<file path="src/rtl/alu_pkg.sv">
package alu_pkg;

  typedef enum logic [3:0] {
    OP_ADD = 4'b0000, OP_SUB = 4'b0001, OP_INC = 4'b0010, OP_DEC = 4'b0011,
    OP_AND = 4'b0100, OP_OR  = 4'b0101, OP_XOR = 4'b0110, OP_NOT = 4'b0111,
    OP_SHL = 4'b1000, OP_SHR = 4'b1001, OP_ASR = 4'b1010, OP_ROL = 4'b1011,
    OP_ROR = 4'b1100, OP_EQ  = 4'b1101, OP_GT  = 4'b1110, OP_LT  = 4'b1111
  } alu_op_e;

  typedef enum logic [1:0] {UNIT_ARITH, UNIT_LOGIC, UNIT_SHIFT, UNIT_CMP} unit_e;
  typedef enum logic [1:0] {LOG_AND, LOG_OR, LOG_XOR, LOG_NOT} logic_e;
  typedef enum logic [1:0] {FILL_ZERO, FILL_SIGN, FILL_WRAP} fill_e;
  typedef enum logic [1:0] {CMP_EQ, CMP_GT, CMP_LT} cmp_e;

  // Strobes from the decoder to the datapath
  typedef struct packed {
    unit_e  unit;
    logic   negateB;    // form A + ~B + 1
    logic   unitB;      // replace B by the constant 1
    logic_e logicSel;
    logic   shiftRight;
    fill_e  fill;
    cmp_e   cmpSel;
  } alu_ctrl_t;

endpackage

</file>
<file path="src/rtl/alu_decode.sv">
module alu_decode
  import alu_pkg::*;
(
  input  logic [3:0] opSel,
  output alu_ctrl_t  ctrl
);

  always_comb begin
    ctrl = '{unit: UNIT_ARITH, negateB: 1'b0, unitB: 1'b0, logicSel: LOG_AND,
             shiftRight: 1'b0, fill: FILL_ZERO, cmpSel: CMP_EQ};
    case (alu_op_e'(opSel))
      OP_ADD: ctrl.unit = UNIT_ARITH;
      OP_SUB: ctrl.negateB = 1'b1;
      OP_INC: ctrl.unitB = 1'b1;
      OP_DEC: begin ctrl.unitB = 1'b1; ctrl.negateB = 1'b1; end
      OP_AND: begin ctrl.unit = UNIT_LOGIC; ctrl.logicSel = LOG_AND; end
      OP_OR:  begin ctrl.unit = UNIT_LOGIC; ctrl.logicSel = LOG_OR;  end
      OP_XOR: begin ctrl.unit = UNIT_LOGIC; ctrl.logicSel = LOG_XOR; end
      OP_NOT: begin ctrl.unit = UNIT_LOGIC; ctrl.logicSel = LOG_NOT; end
      OP_SHL: begin ctrl.unit = UNIT_SHIFT; ctrl.fill = FILL_ZERO; end
      OP_SHR: begin ctrl.unit = UNIT_SHIFT; ctrl.shiftRight = 1'b1; ctrl.fill = FILL_ZERO; end
      OP_ASR: begin ctrl.unit = UNIT_SHIFT; ctrl.shiftRight = 1'b1; ctrl.fill = FILL_SIGN; end
      OP_ROL: begin ctrl.unit = UNIT_SHIFT; ctrl.fill = FILL_WRAP; end
      OP_ROR: begin ctrl.unit = UNIT_SHIFT; ctrl.shiftRight = 1'b1; ctrl.fill = FILL_WRAP; end
      OP_EQ:  begin ctrl.unit = UNIT_CMP; ctrl.cmpSel = CMP_EQ; end
      OP_GT:  begin ctrl.unit = UNIT_CMP; ctrl.cmpSel = CMP_GT; end
      OP_LT:  begin ctrl.unit = UNIT_CMP; ctrl.cmpSel = CMP_LT; end
      default: ctrl.unit = UNIT_ARITH;
    endcase
  end

endmodule

</file>
<file path="src/rtl/alu_datapath.sv">
module alu_datapath
  import alu_pkg::*;
#(
  parameter int WIDTH = 16
) (
  input  logic [WIDTH-1:0] aIn,
  input  logic [WIDTH-1:0] bIn,
  input  alu_ctrl_t        ctrl,
  output logic [WIDTH-1:0] rawResult,
  output logic             rawCarry,
  output logic             rawOvf
);

  localparam int MSB = WIDTH - 1;

  logic [WIDTH-1:0] operandB;
  logic [WIDTH-1:0] addend;
  logic [WIDTH:0]   sum;
  logic             arithCarry;
  logic             arithOvf;
  logic [WIDTH-1:0] logicOut;
  logic             shiftIn;
  logic [WIDTH-1:0] shiftOut;
  logic             shiftCarry;
  logic             cmpBit;

  // One shared adder serves add, subtract, increment and decrement
  always_comb begin
    operandB   = ctrl.unitB ? WIDTH'(1) : bIn;
    addend     = ctrl.negateB ? ~operandB : operandB;
    sum        = {1'b0, aIn} + {1'b0, addend} + {{WIDTH{1'b0}}, ctrl.negateB};
    arithCarry = ctrl.negateB ? ~sum[WIDTH] : sum[WIDTH];
    arithOvf   = (aIn[MSB] == addend[MSB]) && (sum[MSB] != aIn[MSB]);
  end

  always_comb begin
    case (ctrl.logicSel)
      LOG_AND: logicOut = aIn & bIn;
      LOG_OR:  logicOut = aIn | bIn;
      LOG_XOR: logicOut = aIn ^ bIn;
      default: logicOut = ~aIn;
    endcase
  end

  // Single-position shifter; the fill bit picks logical, arithmetic or rotate
  always_comb begin
    case (ctrl.fill)
      FILL_SIGN: shiftIn = aIn[MSB];
      FILL_WRAP: shiftIn = ctrl.shiftRight ? aIn[0] : aIn[MSB];
      default:   shiftIn = 1'b0;
    endcase
    if (ctrl.shiftRight) begin
      shiftOut   = {shiftIn, aIn[MSB:1]};
      shiftCarry = aIn[0];
    end else begin
      shiftOut   = {aIn[MSB-1:0], shiftIn};
      shiftCarry = aIn[MSB];
    end
  end

  always_comb begin
    case (ctrl.cmpSel)
      CMP_EQ:  cmpBit = (aIn == bIn);
      CMP_GT:  cmpBit = (aIn > bIn);
      default: cmpBit = (aIn < bIn);
    endcase
  end

  always_comb begin
    rawResult = '0;
    rawCarry  = 1'b0;
    rawOvf    = 1'b0;
    case (ctrl.unit)
      UNIT_ARITH: begin
        rawResult = sum[MSB:0];
        rawCarry  = arithCarry;
        rawOvf    = arithOvf;
      end
      UNIT_LOGIC: rawResult = logicOut;
      UNIT_SHIFT: begin
        rawResult = shiftOut;
        rawCarry  = shiftCarry;
      end
      default: rawResult = {{(WIDTH-1){1'b0}}, cmpBit};
    endcase
  end

endmodule

</file>
<file path="src/rtl/alu_flagger.sv">
module alu_flagger #(
  parameter int WIDTH = 16
) (
  input  logic             enable,
  input  logic [WIDTH-1:0] rawResult,
  input  logic             rawCarry,
  input  logic             rawOvf,
  output logic [WIDTH-1:0] result,
  output logic             zeroFlag,
  output logic             negFlag,
  output logic             carryFlag,
  output logic             ovfFlag
);

  always_comb begin
    result    = enable ? rawResult : '0;
    zeroFlag  = enable && (rawResult == '0);
    negFlag   = enable && rawResult[WIDTH-1];
    carryFlag = enable && rawCarry;
    ovfFlag   = enable && rawOvf;
  end

endmodule

</file>
<file path="src/rtl/alu_unit.sv">
module alu_unit
  import alu_pkg::*;
#(
  parameter int WIDTH = 16
) (
  input  logic [WIDTH-1:0] aIn,
  input  logic [WIDTH-1:0] bIn,
  input  logic [3:0]       opSel,
  input  logic             enable,
  output logic [WIDTH-1:0] result,
  output logic             zeroFlag,
  output logic             negFlag,
  output logic             carryFlag,
  output logic             ovfFlag
);

  alu_ctrl_t        ctrl;
  logic [WIDTH-1:0] rawResult;
  logic             rawCarry;
  logic             rawOvf;

  alu_decode u_decode (
    .opSel (opSel),
    .ctrl  (ctrl)
  );

  alu_datapath #(.WIDTH(WIDTH)) u_datapath (
    .aIn       (aIn),
    .bIn       (bIn),
    .ctrl      (ctrl),
    .rawResult (rawResult),
    .rawCarry  (rawCarry),
    .rawOvf    (rawOvf)
  );

  alu_flagger #(.WIDTH(WIDTH)) u_flagger (
    .enable    (enable),
    .rawResult (rawResult),
    .rawCarry  (rawCarry),
    .rawOvf    (rawOvf),
    .result    (result),
    .zeroFlag  (zeroFlag),
    .negFlag   (negFlag),
    .carryFlag (carryFlag),
    .ovfFlag   (ovfFlag)
  );

endmodule

</file>
<file path="config.mk">
export PLATFORM = sky130hd
export DESIGN_NAME = alu_unit
export DESIGN_NICKNAME = d
export VERILOG_FILES = /design/src/rtl/alu_pkg.sv /design/src/rtl/alu_decode.sv /design/src/rtl/alu_datapath.sv /design/src/rtl/alu_flagger.sv /design/src/rtl/alu_unit.sv
export SDC_FILE = /design/constraint.sdc
export NUM_CORES = 1
export LEC_CHECK = 0
export CORE_ASPECT_RATIO = 0.9
export CORE_MARGIN = 2
export CORE_UTILIZATION = 35
export DETAILED_ROUTE_END_ITERATION = 12
export PLACE_DENSITY = 0.52
export SYNTH_ARGS = -nofsm -noshare
export SYNTH_HDL_FRONTEND = slang
export SYNTH_SLANG_ARGS = --single-unit
</file>
<file path="constraint.sdc">
create_clock -name vclk -period 7.44
set_clock_uncertainty 0.1 [all_clocks]
set_input_delay 1.86 -clock vclk [all_inputs]
set_output_delay 1.86 -clock vclk [all_outputs]
set_load 0.02 [all_outputs]
</file>
Word-level counts from Yosys, hierarchy flattened
Cells that the tools add are included.
- $add $sub $neg: 2
- $lt $le $gt $ge: 2
- equal/unequal tests: 25
- muxes and demuxes: 19
- bitwise logic cells: 6
- reduce and logical (&&, ||, !) cells: 16
- operators with widths (kind ; count):
    case mux 16 bit (3 select lines) ; 2
    two-way mux 16 bit ; 4
    equality test 4 bit, second input constant ; 8
    inverter 16 bit ; 2
    adder 16 x 16 -> 17 bit ; 1
    adder 17 x 1 -> 17 bit ; 1
    bitwise AND 16 bit ; 1
    equality test 16 bit ; 1
    equality test 4 x 3 -> 1 bit, second input constant ; 4
    greater-than comparator 16 bit ; 1
    logical NOT 16 bit ; 1
    < comparator 16 bit ; 1
    OR 16 bit ; 1
    bitwise XOR 16 bit ; 1
    case mux 2 bit (3 select lines) ; 2
    equality test 2 x 1 -> 1 bit, second input constant ; 4
    equality test 4 x 2 -> 1 bit, second input constant ; 2
    case mux 2 bit (2 select lines) ; 2
    equality test 2 bit, second input constant ; 3
    logical NOT 2 bit ; 3
    two-way mux 1 bit ; 6
    case mux 1 bit (2 select lines) ; 3
    OR reduction 2 bit ; 3
    OR reduction 3 bit ; 2
    7 further kinds ; 11
- register bits: 0
- output and inout port bits: 20

Longest topological paths before layout
Gate-level depths: netlist of run 1.
- word-level depth: 12
- mapped depth: 16
- depth with buffers taken out: 14

By module
From an unflattened synthesis of run 1, not the netlist that was laid out.
- cells, all modules: 445
- area, all modules: 3300.7 um^2
- by module, submodules not included (module ; times used ; cells each ; area each (um^2) ; seq. area each (um^2)):
    alu_datapath ; 1 ; 396 ; 2972.9 ; 0.0
    alu_flagger ; 1 ; 26 ; 188.9 ; 0.0
    alu_decode ; 1 ; 23 ; 138.9 ; 0.0

Least setup slack after synthesis of run 1
Ideal clock, no wire load.
- path type: input to output
- from: input opSel[0]
- to: output ovfFlag
- data arrival time: 5.232 ns
- data required time: 5.480 ns
- slack: 0.248 ns
- cell stages on the path: 16
- cells stage by stage: buf_2 buf_2 buf_2 and2_1 buf_2 buf_2 xnor2_1 ha_1 a211o_1 nor2_1 a211oi_1 o41ai_1 and2_1 o21ba_2 xnor2_1 nor3_1
- cells in the longest elaborated chain, start to end: 12
- elaborated cells on any way between the ends: 34
- those cells by class: add/sub: 2; eq/ne: 17; mux: 6; bitwise: 1; reduce/logical: 8
- ends and longest elaborated chain (item ; RTL line ; text):
    from (decl) ; alu_unit.sv:8 ; input logic [3:0] opSel,
    equality test 4 x 2 -> 1 bit ; alu_decode.sv:11 ; case (alu_op_e'(opSel))
    OR reduction 2 bit (no source line) ; n/a ;
    two-way mux 1 bit ; alu_decode.sv:11 ;
    two-way mux 16 bit ; alu_datapath.sv:29 ; operandB = ctrl.unitB ? WIDTH'(1) : bIn;
    inverter 16 bit ; alu_datapath.sv:30 ; addend = ctrl.negateB ? ~operandB : operandB;
    two-way mux 16 bit ; alu_datapath.sv:30 ;
    adder 16 x 16 -> 17 bit ; alu_datapath.sv:31 ; sum = {1'b0, aIn} + {1'b0, addend} + {{WIDTH{1'b0}}, ctrl.negateB};
    adder 17 x 1 -> 17 bit ; alu_datapath.sv:31 ;
    != test 1 bit ; alu_datapath.sv:33 ; arithOvf = (aIn[MSB] == addend[MSB]) && (sum[MSB] != aIn[MSB]);
    logical AND 1 bit ; alu_datapath.sv:33 ;
    two-way mux 1 bit (*) ; alu_datapath.sv:73 ; case (ctrl.unit)
    logical AND 1 bit (*) ; alu_flagger.sv:20 ; ovfFlag = enable && rawOvf;
    to (decl) ; alu_unit.sv:14 ; output logic ovfFlag
Mark *: on every way between the ends. The rest lies on a longest branch, timed or not.

Worst setup path after layout of run 1
- from: input opSel[3]
- to: output result[5]
- cells in the longest elaborated chain, start to end: 10
- elaborated cells on any way between the ends: 41
- those cells by class: add/sub: 2; eq/ne: 19; mux: 11; bitwise: 1; reduce/logical: 8
- ends and longest elaborated chain (item ; RTL line ; text):
    equality test 4 x 2 -> 1 bit ; alu_decode.sv:11 ;
    OR reduction 2 bit (no source line) ; n/a ;
    two-way mux 1 bit ; alu_decode.sv:11 ;
    two-way mux 16 bit ; alu_datapath.sv:29 ;
    inverter 16 bit ; alu_datapath.sv:30 ;
    two-way mux 16 bit ; alu_datapath.sv:30 ;
    adder 16 x 16 -> 17 bit ; alu_datapath.sv:31 ;
    adder 17 x 1 -> 17 bit ; alu_datapath.sv:31 ;
    case mux 16 bit (3 select lines) (*) ; alu_datapath.sv:73 ;
    two-way mux 16 bit (*) ; alu_flagger.sv:16 ; result = enable ? rawResult : '0;
    to (decl) ; alu_unit.sv:10 ; output logic [WIDTH-1:0] result,
Marks and branches as above.

==> impl_results.md, run 1 <==
* Run status: finished, final reports clean
* IO Port Bufs at 57
* Max-cap violations at 0
* Worst EP required at 5.48 ns
* Seq Cell Count at 0
* Portion of synthesized cell area occupied by the leading cell type at 0.248
* Worst Setup Slack, final at 0.165 ns
* Portion of the clock cycle consumed by the worst path in the final layout at 0.978
* Avg Cell Area, Syn at 7.30 um2
* Signed area change from the synthesized netlist to the final layout at 37.7%
* Number of instances in the synthesized netlist at 469
* Total global routing track utilization at 0.233
* Worst Setup End Kind: output port
* Library cell with the highest instance count after synthesis: sky130_fd_sc_hd__ha_1
* Number of clock buffers in the layout at 0
* Die outline area at 10600 um2
* Via count of the first global-routing pass at 3722
* Yosys warnings at 0
* Standard cell core area at 9610 um2
* Fin. max-slew vios at 0
* Antenna violations before repair at 0
* Total routed wirelength at 12300 um
* Total Nets Final at 688
* RD Place Congestion at 0.916
* Critical path peak fanout at 7
* Synth area leaders: sky130_fd_sc_hd__ha_1 25%, sky130_fd_sc_hd__inv_1 6.5%, sky130_fd_sc_hd__xnor2_1 5.4%
* Max IR drop VDD at 0.0000340 V
* Fraction of final layout cells with drive strength greater than 1 at 0.197
* Category of the critical setup timing path: input pin to output port
* Fillcell total at 1002
* Worst-case headroom to the max-slew limit at 0.620
* Unrepaired setup endpoints after global routing: true
* Multi-input combinational cell area at 3170 um2
* Initial core utilization at 0.356
* Chip width at 108 um
* Largest net degree at the start of global routing at 41
* First-pass GRT wire length at 19700 um
* Sequential element share of the synthesized area at 0
* Cell taking the most area after synthesis: sky130_fd_sc_hd__ha_1
* Number of cells traversed by the worst hold path at 5
* Top Ports at 57
* Worst setup slack after placement at -0.407 ns
* Storage cell area at 0 um2
* DRC violation total after the first TritonRoute iteration at 234
* Actual transition at the worst max-transition pin at 0.568 ns
* CP Data Arrival Time at 5.32 ns
* Power density over the cells at 84.9 nW/um2
* Detail Placement HPWL at 10000 um
* Number of vias after detailed routing at 3863
* Routed via count divided by cell count at 5.47
* Routed Antenna Nets at 0
* Highest clock rate at 0.137 GHz
* Leak at 2.32 nW
* Kind of start point of the critical path: input pin
* Leading cell types by count after synthesis: 68 x sky130_fd_sc_hd__ha_1, 59 x sky130_fd_sc_hd__inv_1, 40 x sky130_fd_sc_hd__nand2_1
* Syn_nets at 575
* Chip height at 97.8 um
* Count of cell types in the netlist at 72
* Floorplan row count at 34
* GR Overflow Total at 0
* Setup Viol. Count Final at 0
* Wire length per cell at 17.4 um
* Netlist Area Pre-Place at 3420 um2
* Tightest Hold Check Type: input pin to output port
* Setup TNS at 0 ns
* Period minus WS final at 7.28 ns
* # hold bufs at CTS at 0
* Length of the first detailed-routing pass in iterations at 4
* Final number of hold-violating endpoints at 0
* Count of unresolved DRC violations after routing at 0
* Ant diodes at 0
[placed cells by master, fill, tap and decap left out, types with 8 or more instances in the layout]
| cell type | count |
|---|---|
| sky130_fd_sc_hd__buf_4 | 77 |
| sky130_fd_sc_hd__ha_1 | 67 |
| sky130_fd_sc_hd__inv_1 | 59 |
| sky130_fd_sc_hd__clkdlybuf4s50_1 | 47 |
| sky130_fd_sc_hd__nand2_1 | 39 |
| sky130_fd_sc_hd__nor2_1 | 35 |
| sky130_fd_sc_hd__a21oi_1 | 27 |
| sky130_fd_sc_hd__xnor2_1 | 21 |
| sky130_fd_sc_hd__o21ai_0 | 17 |
| sky130_fd_sc_hd__mux2i_1 | 15 |
| sky130_fd_sc_hd__nor3_1 | 11 |
| sky130_fd_sc_hd__nand3_1 | 10 |
| sky130_fd_sc_hd__and2_1 | 9 |
| sky130_fd_sc_hd__a211oi_1 | 8 |
[final cells by class]
type,count,share of cell area
multi-input cells,385,0.671
repair buffers,135,0.247
well taps,126,0.0334
inverters,60,0.0483
[cells by family after synthesis]
kind of cell	Yosys count	share of synthesized area
AO/OA/AOI/OAI	123	0.263
XOR/XNOR	28	0.0738
adder cells (fa/ha/maj)	69	0.254
buffers and inverters	84	0.104
multiplexers	23	0.102
AND/OR/NAND/NOR	142	0.203
[critical path, cell delays in order]
cell                              delay (ns)
sky130_fd_sc_hd__clkdlybuf4s50_1        0.43
sky130_fd_sc_hd__nor2_2                 0.21
sky130_fd_sc_hd__and2_4                 0.26
sky130_fd_sc_hd__xnor2_1                0.14
sky130_fd_sc_hd__ha_1                   0.28
sky130_fd_sc_hd__a211o_1                0.32
sky130_fd_sc_hd__nor2_1                 0.15
sky130_fd_sc_hd__buf_4                  0.16
sky130_fd_sc_hd__a21oi_1                0.08
sky130_fd_sc_hd__xnor2_1                0.12
sky130_fd_sc_hd__o221ai_1               0.40
sky130_fd_sc_hd__buf_4                  0.18
sky130_fd_sc_hd__and2_1                 0.11
sky130_fd_sc_hd__clkdlybuf4s50_1        0.60
[final timing paths]
path                  slack (ns)   endpoint     start
worst max-delay path        0.16  result[5]  opSel[3]
worst min-delay path        4.48    ovfFlag   aIn[15]
[where the power goes]
part,switching [W],internal (W),leakage [nW]
Combinational,0.000209,0.000191,2.32
Sequential,0,0,0
Clock,0,0,0
Total,0.000209,0.000191,2.32
[through the flow]
stage	cell area, um2	utilization	instances	hold slack [ns]	power (W)
after global placement	4610	0.480	705	4.84	0.000381
final	4710	0.490	706	4.48	0.000400
after floorplan	3420	-	469	3.77	0.000222
after CTS	4670	0.486	706	4.63	0.000392
after global routing	4710	0.490	706	4.54	0.000437
after detailed placement	4610	0.480	705	4.84	0.000383
[routing by layer]
metal	GRT usage	up-vias	part of all wire
met4	0.0316	0	0.017
met1	0.345	1814	0.49
met5	0	-	0
met3	0.0247	14	0.057
li1	-	1910	-
met2	0.371	125	0.44
[repair_timing]
action | in CTS | in global routing
pin swaps | 1 | 2
buffers inserted | 1 | 0
endpoints found under the setup margin | 9 | 9
resized for setup | 15 | 17
Power figures use the tool's default switching activity.
==> run 2, diff against run 1 <==
PLACE_DENSITY = 0.59   (was 0.52)
==> impl_results.md, run 2 (synthesized netlist as in run 1, its figures left out) <==
* Run status: complete, but fails checks
* Violated checks: negative setup slack
* Total routed wirelength at 12000 um
* Die outline area at 10600 um2
* Chip height at 97.8 um
* Fillcell total at 981
* Max-cap violations at 0
* Worst Setup End Kind: output port
* Chip width at 108 um
* Wire length per cell at 17.2 um
* Antenna violations before repair at 0
* Length of the first detailed-routing pass in iterations at 5
* RD Place Congestion at 0.948
* Amount of wire on met3 after detailed routing at 644 um
* IO Port Bufs at 57
* Ant diodes at 0
* Detailed-routed wire length on met2 at 5310 um
* Number of cells traversed by the worst hold path at 5
* Met1 layer wirelength in the final routing at 5860 um
* Worst-case headroom to the max-slew limit at 0.620
* Worst Setup Slack, final at -0.0105 ns
* Top Ports at 57
* Sequential share of power at 0
* Worst hold slack after final layout at 4.49 ns
* Detail Placement HPWL at 9660 um
* Standard cell core area at 9610 um2
* Top library cells by usage in the layout, fill and taps aside: 71 x sky130_fd_sc_hd__buf_4, 68 x sky130_fd_sc_hd__ha_1, 59 x sky130_fd_sc_hd__inv_1
* Total global routing track utilization at 0.220
* Initial core utilization at 0.356
* Switch Pwr at 0.000212 W
* Pwr Total at 0.000399 W
* Highest routed layer: met4
* Tightest Hold Check Type: input pin to output port
* Actual transition at the worst max-transition pin at 0.570 ns
* Seq Cell Count at 0
* Fraction of final layout cells with drive strength greater than 1 at 0.193
* Kind of start point of the critical path: input pin
* Count of unresolved DRC violations after routing at 0
* Leak at 2.31 nW
* Routed via count divided by cell count at 5.54
* Worst setup slack after placement at -0.414 ns
* CP Data Arrival Time at 5.49 ns
* Power density over the cells at 84.6 nW/um2
* Final number of hold-violating endpoints at 0
* Total Nets Final at 682
* Critical Path Slowest Stage Cell: sky130_fd_sc_hd__clkdlybuf4s50_1
* Via count of the first global-routing pass at 3675
* Setup Viol. Count Final at 1
* Leading cell type in the layout, fill and taps excluded: sky130_fd_sc_hd__buf_4
* Portion of the clock cycle consumed by the worst path in the final layout at 1.00
* Floorplan row count at 34
* Cell Chain, Critical Path: clkdlybuf4s50_1 -> nor2_1 -> and2_2 -> buf_4 -> buf_12 -> xnor2_1 -> ha_1 -> nand4_1 -> nor3_1 -> buf_4 -> nor3_1 -> xnor2_1 -> a21o_1 -> a2111oi_4 -> nand4b_1 -> nor2_1 -> clkdlybuf4s15_2
* Fraction of power consumed by the clock network at 0
* DRC violation total after the first TritonRoute iteration at 241
* First-pass GRT wire length at 18700 um
* Highest clock rate at 0.134 GHz
* Delay of the slowest critical-path stage at 0.44 ns
* Max IR drop VDD at 0.0000246 V
* Routed Antenna Nets at 0
* Period minus WS final at 7.45 ns
* Switching power share of the total at 0.530
* Launch point of the worst hold path: aIn[15]
* Worst EP required at 5.48 ns
* Int Power at 0.000187 W
* Unrepaired setup endpoints after global routing: true
* Number of clock buffers in the layout at 0
* Proportion of power drawn by combinational gates at 1.000
* Fin. max-slew vios at 0
* Number of vias after detailed routing at 3881
* Storage cell area at 0 um2
* GR Overflow Total at 0
* Worst min-delay path endpoint: ovfFlag
* Signed area change from the synthesized netlist to the final layout at 37.7%
* Critical path peak fanout at 6
* Category of the critical setup timing path: input pin to output port
* Largest net degree at the start of global routing at 39
[run 2: cell types whose count changed in the layout (fill, tap and decap cells not counted), moves of 2 or more]
cell | before | now
sky130_fd_sc_hd__a2111oi_2 | 2 | 0
sky130_fd_sc_hd__clkdlybuf4s50_1 | 47 | 44
sky130_fd_sc_hd__buf_4 | 77 | 71
sky130_fd_sc_hd__dlygate4sd2_1 | 2 | 4
sky130_fd_sc_hd__a2111oi_4 | 1 | 3
[run 2: stage by stage]
stage | TNS (ns) | instances | instance area, um2 | utilization
6_report | -0.0105 | 700 | 4720 | 0.491
2_1_floorplan | 0 | 469 | 3420 | -
3_5_place_dp | -1.95 | 698 | 4560 | 0.474
3_3_place_gp | -1.69 | 698 | 4560 | 0.474
4_1_cts | -0.0353 | 698 | 4610 | 0.479
5_1_grt | -0.431 | 700 | 4720 | 0.491
[run 2: worst max-delay path: cells and delay by family]
family,cells,cell delay [ns]
compound gates,2,0.58
xor+xnor,2,0.21
fa+ha+maj,1,0.39
buf+inv,5,1.17
simple gates,7,1.28
[run 2: per-layer routing]
metal | vias to the layer above | track usage
li1 | 1900 | -
met1 | 1825 | 0.332
met2 | 136 | 0.347
met3 | 20 | 0.0100
met4 | 0 | 0.0385
met5 | - | 0
[run 2: how the worst max path moves through the flow]
stage	from	end	slack, ns	cells past startpoint
floorplan	opSel[0]	ovfFlag	0.25	16
finish	opSel[2]	zeroFlag	-0.01	17
global placement	opSel[3]	result[15]	-0.35	17
detailed placement	opSel[2]	zeroFlag	-0.41	14
global route	opSel[2]	zeroFlag	-0.22	17
CTS	opSel[2]	zeroFlag	-0.02	15
[run 2: cell type report]
type	instances	area [um2]	share of cell area
Multi-Input combinational cell	385	3210	0.680
Timing Repair Buffer	129	1120	0.238
Inverter	60	228	0.0483
Tap cell	126	158	0.0334
[run 2: power by group through the flow]
| stage | Combinational, W | Sequential (W) | Clock (W) |
|---|---|---|---|
| after floorplan | 0.000222 | 0 | 0 |
| after global placement | 0.000368 | 0 | 0 |
| after detailed placement | 0.000372 | 0 | 0 |
| after CTS | 0.000379 | 0 | 0 |
| after global routing | 0.000432 | 0 | 0 |
| final | 0.000399 | 0 | 0 |
[run 2: what timing repair did]
action | CTS | global route
hold buffers | 0 | 0
gates resized for setup | 16 | 23
setup endpoints to repair | 9 | 12
pin swaps | 1 | 3
endpoints found under the hold margin | 0 | 0
gates cloned | 0 | 0
buffers inserted | 0 | 2
==> run 3, diff against run 2 <==
==> constraint.sdc (replaced) <==
create_clock -name vclk -period 7.44
set_clock_uncertainty 0.1 [all_clocks]
set_input_delay 1.488 -clock vclk [all_inputs]
set_output_delay 1.488 -clock vclk [all_outputs]
set_load 0.02 [all_outputs]
==> impl_results.md, run 3 (synthesized netlist as in run 1, its figures left out) <==
* Portion of the clock cycle consumed by the worst path in the final layout at 0.963
* Total Nets Final at 622
* Wire length per cell at 18.3 um
* Total non-filler cell area in the finished layout at 4130 um2
* Fillcell total at 1046
* Unrepaired setup endpoints after global routing: false
* Number of vias after detailed routing at 3677
* Storage cell area at 0 um2
* Pwr Total at 0.000337 W
* Seq Cell Count at 0
* Leading cell type in the layout, fill and taps excluded: sky130_fd_sc_hd__ha_1
* Chip height at 97.8 um
* Fin. max-slew vios at 0
* Setup Viol. Count Final at 0
* Critical path peak fanout at 6
* GR Overflow Total at 0
* Total routed wirelength at 11700 um
* Worst hold slack after final layout at 4.23 ns
* Count of buffers added by post-CTS timing repair for setup at 0
* Met2 demand-to-capacity share in global routing at 0.334
* Power density over the cells at 81.6 nW/um2
* Floorplan row count at 34
* Count of unresolved DRC violations after routing at 0
* Period minus WS final at 7.16 ns
* Detail Placement HPWL at 9210 um
* First-pass GRT wire length at 18600 um
* Worst EP required at 5.85 ns
* Top library cells by usage in the layout, fill and taps aside: 68 x sky130_fd_sc_hd__ha_1, 59 x sky130_fd_sc_hd__inv_1, 56 x sky130_fd_sc_hd__clkdlybuf4s50_1
* Initial core utilization at 0.356
* Leak at 1.88 nW
* CP Data Arrival Time at 5.58 ns
* IO Port Bufs at 57
* Final number of hold-violating endpoints at 0
* Top Ports at 57
* # placed instances at 640
* Signed area change from the synthesized netlist to the final layout at 20.5%
* Tightest Hold Check Type: input pin to output port
* Worst Setup End Kind: output port
* Via count of the first global-routing pass at 3508
* Max-cap violations at 0
* Standard cell core area at 9610 um2
* Category of the critical setup timing path: input pin to output port
* Length of the first detailed-routing pass in iterations at 5
* Total global routing track utilization at 0.218
* Met1 usage in global routing at 0.338
* Kind of start point of the critical path: input pin
* Met3 Use GR at 0.0120
* Largest net degree at the start of global routing at 40
* Most heavily used metal layer in global routing: met1
* Run status: finished, final reports clean
* Highest clock rate at 0.140 GHz
* DRC violation total after the first TritonRoute iteration at 286
* Ant diodes at 0
* Cell area after placement at 4110 um2
* Die outline area at 10600 um2
* Chip width at 108 um
* Setup TNS at 0 ns
* Routed via count divided by cell count at 5.75
* Post-route insts no fill at 640
* RD Place Congestion at 0.933
* Worst-case headroom to the max-slew limit at 0.578
* Max IR drop VDD at 0.0000265 V
* Antenna violations before repair at 0
* Routed Antenna Nets at 0
* Actual transition at the worst max-transition pin at 0.632 ns
* Number of clock buffers in the layout at 0
* Fraction of final layout cells with drive strength greater than 1 at 0.0700
run 3: changes by cell type in the layout (fill, tap and decap cells not counted), sizes merged:
| cell | previous run | this run |
|---|---|---|
| dlygate4sd2 | 4 | 0 |
| clkdlybuf4s50 | 44 | 56 |
| clkbuf | 1 | 0 |
| clkdlybuf4s15 | 1 | 0 |
| buf | 73 | 13 |
| dlymetal6s2s | 6 | 0 |
run 3: final cells by class:
| type | instances | area, um2 | area share |
|---|---|---|---|
| tap | 126 | 158 | 0.0382 |
| multi-input combinational | 385 | 3090 | 0.748 |
| timing repair buffer | 69 | 656 | 0.159 |
| inverter | 60 | 228 | 0.0552 |
run 3: where the power goes:
group / total [W] / internal [W] / switching, W
Clock: 0 / 0 / 0
Combinational: 0.000337 / 0.000144 / 0.000192
Sequential: 0 / 0 / 0
Total: 0.000337 / 0.000144 / 0.000192
run 3: final timing paths:
kind | start | endpoint | slack, ns | cells after the start
worst max-delay path | opSel[3] | zeroFlag | 0.28 | 14
worst min-delay path | opSel[1] | result[0] | 4.23 | 7
run 3: what timing repair did:
item,CTS,global route
gates resized for setup,0,3
setup endpoints to repair,0,1
hold buffers,0,0
run 3: metal layers:
layer,wire length (um),part of all wire,vias up
met4,225,0.019,0
met5,0,0,-
met1,5710,0.49,1742
li1,-,-,1772
met3,858,0.073,19
met2,4900,0.42,144
run 3: stage by stage:
step | util | worst slack [ns]
after floorplan | - | 0.992
after global placement | 0.428 | 0.305
after detailed placement | 0.428 | 0.212
after CTS | 0.428 | 0.222
after global routing | 0.429 | 0.00536
final | 0.429 | 0.277
run 3: critical path, stage by stage:
cell and delay (ns):
sky130_fd_sc_hd__clkdlybuf4s50_1 0.48, sky130_fd_sc_hd__nor2_1 0.07, sky130_fd_sc_hd__and2_2 0.25, sky130_fd_sc_hd__a32o_1 0.30, sky130_fd_sc_hd__fa_1 0.45, sky130_fd_sc_hd__a211oi_4 0.34, sky130_fd_sc_hd__o21ai_1 0.16, sky130_fd_sc_hd__o31ai_1 0.29
sky130_fd_sc_hd__xor2_1 0.18, sky130_fd_sc_hd__o211ai_1 0.15, sky130_fd_sc_hd__a2111oi_2 0.45, sky130_fd_sc_hd__nand4b_1 0.16, sky130_fd_sc_hd__nor2_1 0.17, sky130_fd_sc_hd__clkdlybuf4s50_1 0.62
